### src/rtl/bsfir_pkg.sv
package bsfir_pkg;

  // Strobes broadcast from the word sequencer to every tap.
  typedef struct packed {
    logic first;   // bit 0 of a word: preload accumulator, restart serial adder
    logic last;    // final bit: negate sign partial product, download high half
    logic sumEn;   // upstream low bits enter the free sum input
  } strobe_t;

endpackage

### src/rtl/bsfir_ctrl.sv
module bsfir_ctrl
  import bsfir_pkg::*;
#(
  parameter int W_DATA = 16,
  parameter int W_COEF = 12
) (
  input  logic    clk,
  input  logic    rst,
  output strobe_t strobe
);

  localparam int CW = (W_DATA > 1) ? $clog2(W_DATA) : 1;
  localparam logic [CW-1:0] LAST_IDX = CW'(W_DATA - 1);
  localparam logic [CW-1:0] SUM_IDX  = CW'(W_COEF);

  logic [CW-1:0] bitIdx;

  always_ff @(posedge clk or posedge rst) begin
    if (rst) begin
      bitIdx <= '0;
    end else if (bitIdx == LAST_IDX) begin
      bitIdx <= '0;
    end else begin
      bitIdx <= bitIdx + 1'b1;
    end
  end

  assign strobe.first = (bitIdx == '0);
  assign strobe.last  = (bitIdx == LAST_IDX);
  assign strobe.sumEn = (bitIdx >= SUM_IDX);

endmodule

### src/rtl/bsfir_tap.sv
module bsfir_tap
  import bsfir_pkg::*;
#(
  parameter int W_DATA = 16,
  parameter int W_COEF = 12
) (
  input  logic                     clk,
  input  logic                     rst,
  input  strobe_t                  strobe,
  input  logic                     xBit,
  input  logic signed [W_COEF-1:0] coef,
  input  logic [W_DATA-1:0]        upLow,    // upstream low stream, delayed one word
  input  logic [W_DATA-1:0]        upHigh,   // upstream high stream, delayed one word
  output logic [W_DATA-1:0]        lowHist,  // own low stream, delay line
  output logic [W_DATA-1:0]        highHist  // own high stream, delay line
);

  localparam int AW = W_COEF + 2;

  logic signed [AW-1:0] acc;
  logic signed [AW-1:0] accIn;
  logic signed [AW-1:0] coefExt;
  logic signed [AW-1:0] partial;
  logic signed [AW-1:0] addIn;
  logic signed [AW-1:0] sum;
  logic signed [AW-1:0] hiPart;
  logic [W_DATA-1:0]    highLoad;
  logic [W_DATA-1:0]    highShift;
  logic                 carry;
  logic                 carryIn;
  logic                 lowBit;
  logic                 highBit;

  // Multiply-accumulate: the oldest upstream low bits seed the accumulator,
  // later ones enter through the sum input.
  assign coefExt = {{2{coef[W_COEF-1]}}, coef};
  assign partial = xBit ? (strobe.last ? -coefExt : coefExt) : '0;
  assign accIn   = strobe.first ? signed'({2'b00, upLow[W_COEF-1:0]}) : acc;
  assign addIn   = signed'({{(AW-1){1'b0}}, strobe.sumEn & upLow[0]});
  assign sum     = accIn + partial + addIn;
  assign lowBit  = sum[0];
  assign hiPart  = sum >>> 1;
  assign highLoad = {{(W_DATA-AW){hiPart[AW-1]}}, hiPart};

  // Serial adder merging own high half with the upstream high stream.
  assign carryIn = strobe.first ? 1'b0 : carry;
  assign highBit = highShift[0] ^ upHigh[0] ^ carryIn;

  always_ff @(posedge clk or posedge rst) begin
    if (rst) begin
      acc       <= '0;
      highShift <= '0;
      carry     <= 1'b0;
      lowHist   <= '0;
      highHist  <= '0;
    end else begin
      acc       <= hiPart;
      highShift <= strobe.last ? highLoad : {1'b0, highShift[W_DATA-1:1]};
      carry     <= (highShift[0] & upHigh[0]) | (highShift[0] & carryIn) |
                   (upHigh[0] & carryIn);
      lowHist   <= {lowBit, lowHist[W_DATA-1:1]};
      highHist  <= {highBit, highHist[W_DATA-1:1]};
    end
  end

endmodule

### src/rtl/bsfir_datapath.sv
module bsfir_datapath
  import bsfir_pkg::*;
#(
  parameter int W_DATA = 16,
  parameter int W_COEF = 12,
  parameter int N_TAPS = 3
) (
  input  logic                       clk,
  input  logic                       rst,
  input  strobe_t                    strobe,
  input  logic                       xBit,
  input  logic [N_TAPS*W_COEF-1:0]   coefs,
  output logic                       yLow,
  output logic                       yHigh
);

  logic [W_DATA-1:0] lowHist  [N_TAPS+1];
  logic [W_DATA-1:0] highHist [N_TAPS+1];

  // Nothing enters above the last tap.
  assign lowHist[N_TAPS]  = '0;
  assign highHist[N_TAPS] = '0;

  for (genvar t = 0; t < N_TAPS; t++) begin : g_tap
    logic signed [W_COEF-1:0] coefReg;
    logic signed [W_COEF-1:0] coefNow;

    // The coefficient on the bus at bit 0 governs the whole word.
    assign coefNow = strobe.first ? coefs[t*W_COEF +: W_COEF] : coefReg;

    always_ff @(posedge clk or posedge rst) begin
      if (rst) begin
        coefReg <= '0;
      end else if (strobe.first) begin
        coefReg <= coefs[t*W_COEF +: W_COEF];
      end
    end

    bsfir_tap #(
      .W_DATA(W_DATA),
      .W_COEF(W_COEF)
    ) u_tap (
      .clk     (clk),
      .rst     (rst),
      .strobe  (strobe),
      .xBit    (xBit),
      .coef    (coefNow),
      .upLow   (lowHist[t+1]),
      .upHigh  (highHist[t+1]),
      .lowHist (lowHist[t]),
      .highHist(highHist[t])
    );
  end

  // The newest bit of tap 0's delay lines is the registered filter output.
  assign yLow  = lowHist[0][W_DATA-1];
  assign yHigh = highHist[0][W_DATA-1];

endmodule

### src/rtl/serial_fir.sv
module serial_fir
  import bsfir_pkg::*;
#(
  parameter int W_DATA = 16,
  parameter int W_COEF = 12,
  parameter int N_TAPS = 3
) (
  input  logic                     clk,
  input  logic                     rst,
  input  logic                     xBit,
  input  logic [N_TAPS*W_COEF-1:0] coefs,
  output logic                     yLow,
  output logic                     yHigh
);

  strobe_t strobe;

  bsfir_ctrl #(
    .W_DATA(W_DATA),
    .W_COEF(W_COEF)
  ) u_ctrl (
    .clk   (clk),
    .rst   (rst),
    .strobe(strobe)
  );

  bsfir_datapath #(
    .W_DATA(W_DATA),
    .W_COEF(W_COEF),
    .N_TAPS(N_TAPS)
  ) u_datapath (
    .clk   (clk),
    .rst   (rst),
    .strobe(strobe),
    .xBit  (xBit),
    .coefs (coefs),
    .yLow  (yLow),
    .yHigh (yHigh)
  );

endmodule

### config.mk
export PLATFORM = sky130hd
export DESIGN_NAME = serial_fir
export DESIGN_NICKNAME = d
export VERILOG_FILES = /design/src/rtl/bsfir_pkg.sv /design/src/rtl/bsfir_ctrl.sv /design/src/rtl/bsfir_tap.sv /design/src/rtl/bsfir_datapath.sv /design/src/rtl/serial_fir.sv
export SDC_FILE = /design/constraint.sdc
export NUM_CORES = 1
export LEC_CHECK = 0
export ABC_AREA = 1
export BUFFER_PORTS_ARGS = -buffer_cell sky130_fd_sc_hd__buf_4
export CORE_UTILIZATION = 55
export CTS_CLUSTER_SIZE = 30
export DETAILED_ROUTE_END_ITERATION = 8
export PLACE_DENSITY = 0.71
export SLEW_MARGIN = 15
export SYNTH_ARGS = -nofsm -noshare
export SYNTH_HDL_FRONTEND = slang
export SYNTH_SLANG_ARGS = --single-unit
### constraint.sdc
create_clock -name clk -period 8.98 [get_ports clk]
set_input_delay 1.796 -clock clk [delete_from_list [all_inputs] [get_ports clk]]
set_output_delay 1.796 -clock clk [all_outputs]
set_load 0.005 [all_outputs]
==> results.py, run 1 <==
metrics = {
    "outcome": {
        "outcome": "complete, no violations",
    },
    "synthesis": {
        "syn_inst": 1156,
        "synth-seq-cells": 196,
        "ys.flop_type": "dfrtp_1",
        "synth.distinct_cells": 41,
        "synthArstFlopShare_pct": 100,
        "synth-edff-count": 0,
        "synth_area_um2": 9970,
        "ys_warn_count": 0,
        "synth_nets": 1244,
        "synth.avg_cell_area_um2": 8.62,
        "yosysSeqAreaShare_pct": 49.2,
    },
    "run": {
        "max_cap_viol_count": 0,
    },
    "drt": {
        "routedWlPerCell_um": 14.6,
        "drcViolationCount": 0,
        "final_antenna_net_count": 0,
        "routed_wl_um": 20800,
        "top_layer": "met4",
        "num_vias": 7250,
        "first_pass_iters": 5,
        "wl_met1_um": 9680,
        "drt_iter0_drc": 461,
        "route.met2.wl_um": 9900,
        "viasPerCell": 5.10,
        "met3_wirelength_um": 842,
    },
    "global_routing": {
        "grt_remaining_overflow": 0,
        "antenna_found_initial": 0,
        "grt_usage_pct": 24.3,
        "grt_pass1_vias": 6978,
        "grt_first_pass_wirelength_um": 34500,
        "grt_max_degree": 126,
    },
    "setup_path": {
        "cp.arrival_ps": 5320,
        "crit_slowest_cell": "inv_2",
        "reg2regPathDepth": 17,
        "crit_chain": "nor2_8, nand2_8, inv_2, nand2_1, nand2_4, inv_1, ha_1, nor2_1, nor2_1, o21ai_0, fa_1, o21ai_0, a31oi_1, o21ai_0, xor2_1, nand2_1, nand2_1",
        "critPathLaunchType": "register",
        "cp.required_ps": 9360,
        "critPathMaxStageDelay_ps": 750,
        "rr_endpoint": "u_datapath.g_tap[0].u_tap.highShift[9]",
        "critPathBufInv": 2,
        "crit_path_max_fanout": 72,
        "r2r-start": "u_ctrl.bitIdx[3]",
        "ff2ff_setup_slack_ps": 4040,
        "cp_top_family": "simple AND/OR/NAND/NOR gates",
        "end_kind": "register",
        "crit_type": "reg2reg",
    },
    "finish": {
        "final_common_cell": "nand2_1",
        "num_antenna_cells": 0,
        "syn_to_final_growth_pct": 10.8,
        "final_nets": 1271,
        "final_cells": 1421,
        "drive_gt1_share_pct": 12.5,
        "most-common-layout-cells": "353 x nand2_1, 196 x dfrtp_1, 157 x inv_1, 58 x a21oi_1, 52 x nor2_1",
        "stdcell_area_um2": 11000,
        "final_core_util_pct": 63.2,
    },
    "hold_path": {
        "holdPathEnd": "u_datapath.g_tap[2].u_tap.highHist[11]",
        "worstHoldStart": "u_datapath.g_tap[2].u_tap.highHist[12]",
        "hp-class": "reg2reg",
        "hold_path_depth": 0,
    },
    "sta": {
        "setup_viol": 0,
        "slew_violations": 0,
        "period_minus_slack_ps": 4940,
        "max-slew-margin-rel_pct": 36.8,
        "finalCritPeriodShare_pct": 55.0,
        "rsz0062_at_grt": "no",
        "fmax_ghz": 0.202,
        "hold_slack_ps": 350,
        "worstMarginPinSlew_ps": 948,
        "setup_tns_ps": 0,
        "finalHoldViolations": 0,
        "finClkSkew_ps": 11.1,
    },
    "clock_network": {
        "cts_resized": 0,
        "ctsHoldBuffers": 0,
        "cts_max_path_buffers": 2,
        "cts_made_buffers": 17,
        "cts_setup_buffers": 0,
        "clockRootBuffer": "clkbuf_16",
        "htree_levels": 4,
        "cts_tree": "built",
        "insertion_delay_ps": 440,
        "clk_pin_slew_ps": 90,
        "cts_sinks": 196,
    },
    "power": {
        "leakagePower_nw": 5.85,
        "power.density_nw_per_um2": 254,
        "peakVddDrop_mv": 0.152,
    },
    "floorplan": {
        "die_height_um": 137,
        "core_um2": 17500,
        "dieWidth_um": 137,
        "io_pins": 41,
        "start_util_pct": 57.0,
        "dieArea_um2": 18700,
        "rows": 48,
    },
    "placed_design": {
        "routabilityCongestion": 0.862,
        "dp.final_hpwl_um": 14000,
        "numPortBuffers": 40,
        "place_area_um2": 10400,
        "dp.cells": 1389,
    },
}
==> per-stage QoR <==
stage	power, mW	setup WS, ps
floorplan	1.80	1840
global placement	1.97	4170
detailed placement	1.99	4050
CTS	2.82	4010
global route	2.99	3580
finish	2.80	4040
==> worst max path at each step <==
stage,to,slack [ps],cells after the start,startpoint
floorplan,u_ctrl.bitIdx[0],1840,1,rst
detailed placement,u_datapath.g_tap[0].u_tap.highShift[9],4050,17,u_ctrl.bitIdx[3]
global placement,u_datapath.g_tap[0].u_tap.highShift[9],4170,17,u_ctrl.bitIdx[3]
CTS,u_datapath.g_tap[0].u_tap.highShift[9],4010,17,u_ctrl.bitIdx[3]
finish,u_datapath.g_tap[0].u_tap.highShift[9],4040,17,u_ctrl.bitIdx[3]
global route,u_datapath.g_tap[1].u_tap.highShift[12],3580,25,u_ctrl.bitIdx[2]
==> sequential cells by signal, summed over array words and instances (netlist names) <==
name and count:
u_datapath.g_tap.u_tap.lowHist 33, u_ctrl.bitIdx 4, u_datapath.g_tap.u_tap.highHist 33, u_datapath.g_tap.u_tap.acc 39
u_datapath.g_tap.u_tap.carry 3, u_datapath.g_tap.u_tap.highShift 48, u_datapath.g_tap.coefReg 36
==> cell usage after synthesis (3+ instances only) <==
cell type	count	area, µm²
o21ai_0	43	215
nand4_1	9	56.3
nand2_2	20	125
inv_1	159	597
clkbuf_1	14	52.6
xor2_1	25	219
nand3b_1	23	173
a31oi_1	5	31.3
nand2_4	5	56.3
buf_1	3	11.3
o21a_1	3	22.5
inv_2	5	18.8
o2111ai_1	3	26.3
buf_6	7	78.8
nand3_1	28	140
nor3_1	19	95.1
a21o_1	3	22.5
nand3_2	16	160
buf_2	10	50.1
nor2_2	10	62.6
ha_1	42	526
a21oi_1	58	290
fa_1	7	140
nor2_1	52	195
o21ai_2	4	35.0
o21ai_1	4	20.0
xnor2_1	10	87.6
nand2_1	353	1330
dfrtp_1	196	4900
==> power by group <==
part	switching (mW)	internal [mW]
registers	0.104	1.20
logic	0.422	0.258
clock network	0.403	0.419
total	0.929	1.87
==> area by class of cell <==
cell class | count | area (µm²)
multi-input combinational | 760 | 4240
inverter | 164 | 623
clock inverter | 15 | 230
clock buffer | 17 | 425
timing repair buffer | 44 | 330
sequential | 196 | 4900
tap | 225 | 282
fill | 1492 | 6440
==> logic make-up after synthesis <==
logic type	count (synthesis)	synth area share, %
fa+ha+maj	49	6.68
simple gates	541	24.9
mux	2	0.201
buf+inv	200	8.26
compound gates	133	7.72
flops	196	49.2
xor+xnor	35	3.08
==> layer usage <==
metal	vias up	track usage, %
met2	148	39.8
met4	0	7.53
met3	19	4.15
met1	3405	33.1
met5	-	0
li1	3678	-
(Power assumes the default switching activity.)
==> run 2, diff against run 1 <==
--- a/config.mk
+++ b/config.mk
@@ -10,7 +10,7 @@
 export CORE_UTILIZATION = 55
 export CTS_CLUSTER_SIZE = 30
 export DETAILED_ROUTE_END_ITERATION = 8
-export PLACE_DENSITY = 0.71
+export PLACE_DENSITY = 0.74
 export SLEW_MARGIN = 15
 export SYNTH_ARGS = -nofsm -noshare
 export SYNTH_HDL_FRONTEND = slang
==> constraint.sdc (replaced) <==
create_clock -name clk -period 4.4 [get_ports clk]
set_input_delay 0.88 -clock clk [delete_from_list [all_inputs] [get_ports clk]]
set_output_delay 0.88 -clock clk [all_outputs]
set_load 0.005 [all_outputs]
==> run 2 against run 1 <==
  * First-iteration DRC count fell by 14%
  * Routed wire length fell by 1.1%
  * Register-to-register slack got worse by 3600 ps
  * Maximum frequency rose by 26%
  * Total power rose by 99%
  * Clock skew rose by 0.99 ps
  * Die area did not move
  * Combinational power rose by 100%
  * Cell area rose by 0.20%
  * Highest routed layer unchanged
==> results.py, run 2 (same netlist as run 1, synthesis figures left out) <==
metrics = {
    "power": {
        "peakVddDrop_mv": 0.407,
        "leakagePower_nw": 5.86,
        "power.density_nw_per_um2": 504,
        "finalPower_mw": 5.57,
    },
    "sta": {
        "rsz0062_at_grt": "no",
        "hold_slack_ps": 342,
        "worstMarginPinSlew_ps": 887,
        "period_minus_slack_ps": 3920,
        "finalHoldViolations": 0,
        "setup_viol": 0,
        "max-slew-margin-rel_pct": 40.8,
        "finClkSkew_ps": 12.1,
        "slew_violations": 0,
        "setup_slack_ps": 481,
        "fmax_ghz": 0.255,
        "setup_tns_ps": 0,
        "finalCritPeriodShare_pct": 89.1,
    },
    "setup_path": {
        "crit_path_max_fanout": 26,
        "cp.required_ps": 4730,
        "critPathLaunchType": "register",
        "end_kind": "register",
        "crit_type": "reg2reg",
        "cp.arrival_ps": 4250,
    },
    "drt": {
        "routedWlPerCell_um": 14.4,
        "drt_iter0_drc": 396,
        "routed_wl_um": 20500,
        "final_antenna_net_count": 0,
        "viasPerCell": 5.14,
        "first_pass_iters": 5,
        "num_vias": 7357,
        "drcViolationCount": 0,
    },
    "floorplan": {
        "die_height_um": 137,
        "rows": 48,
        "io_pins": 41,
        "dieArea_um2": 18700,
        "start_util_pct": 57.0,
        "dieWidth_um": 137,
        "core_um2": 17500,
    },
    "finish": {
        "drive_gt1_share_pct": 13.1,
        "final_common_cell": "nand2_1",
        "stdcell_area_um2": 11100,
        "fill_cells": 1432,
        "multiInputGateArea_um2": 4240,
        "final_cells": 1430,
        "largest-register": "u_datapath.g_tap.u_tap.highShift",
        "final_nets": 1280,
        "reg_top3": "u_datapath.g_tap.u_tap.highShift x48, u_datapath.g_tap.u_tap.acc x39, u_datapath.g_tap.coefReg x36",
        "largest_reg_flops": 48,
        "regArea_um2": 4900,
        "syn_to_final_growth_pct": 11.0,
        "num_antenna_cells": 0,
        "final_core_util_pct": 63.3,
        "most-common-layout-cells": "353 x nand2_1, 196 x dfrtp_1, 157 x inv_1, 58 x a21oi_1, 52 x nor2_1",
    },
    "placed_design": {
        "place_worst_setup_slack_ps": 515,
        "numPortBuffers": 40,
        "routabilityCongestion": 0.963,
        "dp.cells": 1398,
        "place_area_um2": 10500,
        "dp.final_hpwl_um": 14400,
    },
    "hold_path": {
        "hp-class": "reg2reg",
    },
    "outcome": {
        "outcome": "complete, no violations",
    },
    "global_routing": {
        "grt_first_pass_wirelength_um": 33600,
        "grt_max_degree": 96,
        "grt_remaining_overflow": 0,
        "grt_pass1_vias": 7025,
        "antenna_found_initial": 0,
        "grt_usage_pct": 23.8,
    },
    "clock_network": {
        "cts_setup_buffers": 0,
        "insertion_delay_ps": 440,
        "cts_resized": 0,
        "ctsHoldBuffers": 0,
        "cts_max_path_buffers": 2,
        "clk_pin_slew_ps": 80,
        "cts_tree": "built",
        "cts_sinks": 196,
        "htree_levels": 4,
        "clockRootBuffer": "clkbuf_16",
        "cts_made_buffers": 17,
    },
    "run": {
        "max_cap_viol_count": 0,
    },
}
## run 2: area by class of cell
class | instances | share of cell area (%)
timing repair buffer | 53 | 3.82
inverter | 164 | 5.60
sequential | 196 | 44.3
tap | 225 | 2.54
multi-input combinational | 760 | 38.4
clock inverter | 12 | 1.20
clock buffer | 20 | 4.13
## run 2: worst max-delay path, cell delays in order, from the launching register on
cell and delay (ps):
dfrtp_1 410, inv_1 90, ha_1 270, buf_4 340
nand3b_1 150, nand2_1 160, nand2_1 160, nor2_8 140
inv_2 60, nor2_2 90, nand2_1 80, o21ai_1 140
o21ai_0 90, a21oi_1 220, ha_1 350, nand2_1 90
nand2_1 110, a21oi_1 150, o221a_2 180, o21ai_0 140
inv_1 110, nand3_2 90, nand3_2 110, nand2_1 60
## run 2: final timing paths
path / endpoint / startpoint / depth (start not counted) / slack (ps)
max: u_datapath.g_tap[2].u_tap.highShift[14] / u_ctrl.bitIdx[0] / 23 / 480
min: u_datapath.g_tap[1].u_tap.lowHist[12] / u_datapath.g_tap[1].u_tap.lowHist[13] / 0 / 340
min in group asynchronous: u_datapath.g_tap[1].u_tap.highShift[5] / rst / 2 / 630
min reg2reg: u_datapath.g_tap[1].u_tap.lowHist[12] / u_datapath.g_tap[1].u_tap.lowHist[13] / 0 / 340
max in group asynchronous: u_datapath.g_tap[0].u_tap.highShift[2] / rst / 3 / 2860
max reg2reg: u_datapath.g_tap[2].u_tap.highShift[14] / u_ctrl.bitIdx[0] / 23 / 480
## run 2: report_power, final
group / switching [mW] / leakage (nW) / internal, mW
combinational: 0.855 / 3.25 / 0.529
sequential: 0.202 / 2.33 / 2.44
clock: 0.711 / 0.282 / 0.832
total: 1.77 / 5.86 / 3.80
## run 2: layer usage
layer	routed length, µm	GRT usage (%)
met1	9400	31.0
met2	9860	39.6
met3	813	4.30
met4	459	9.01
met5	0	0
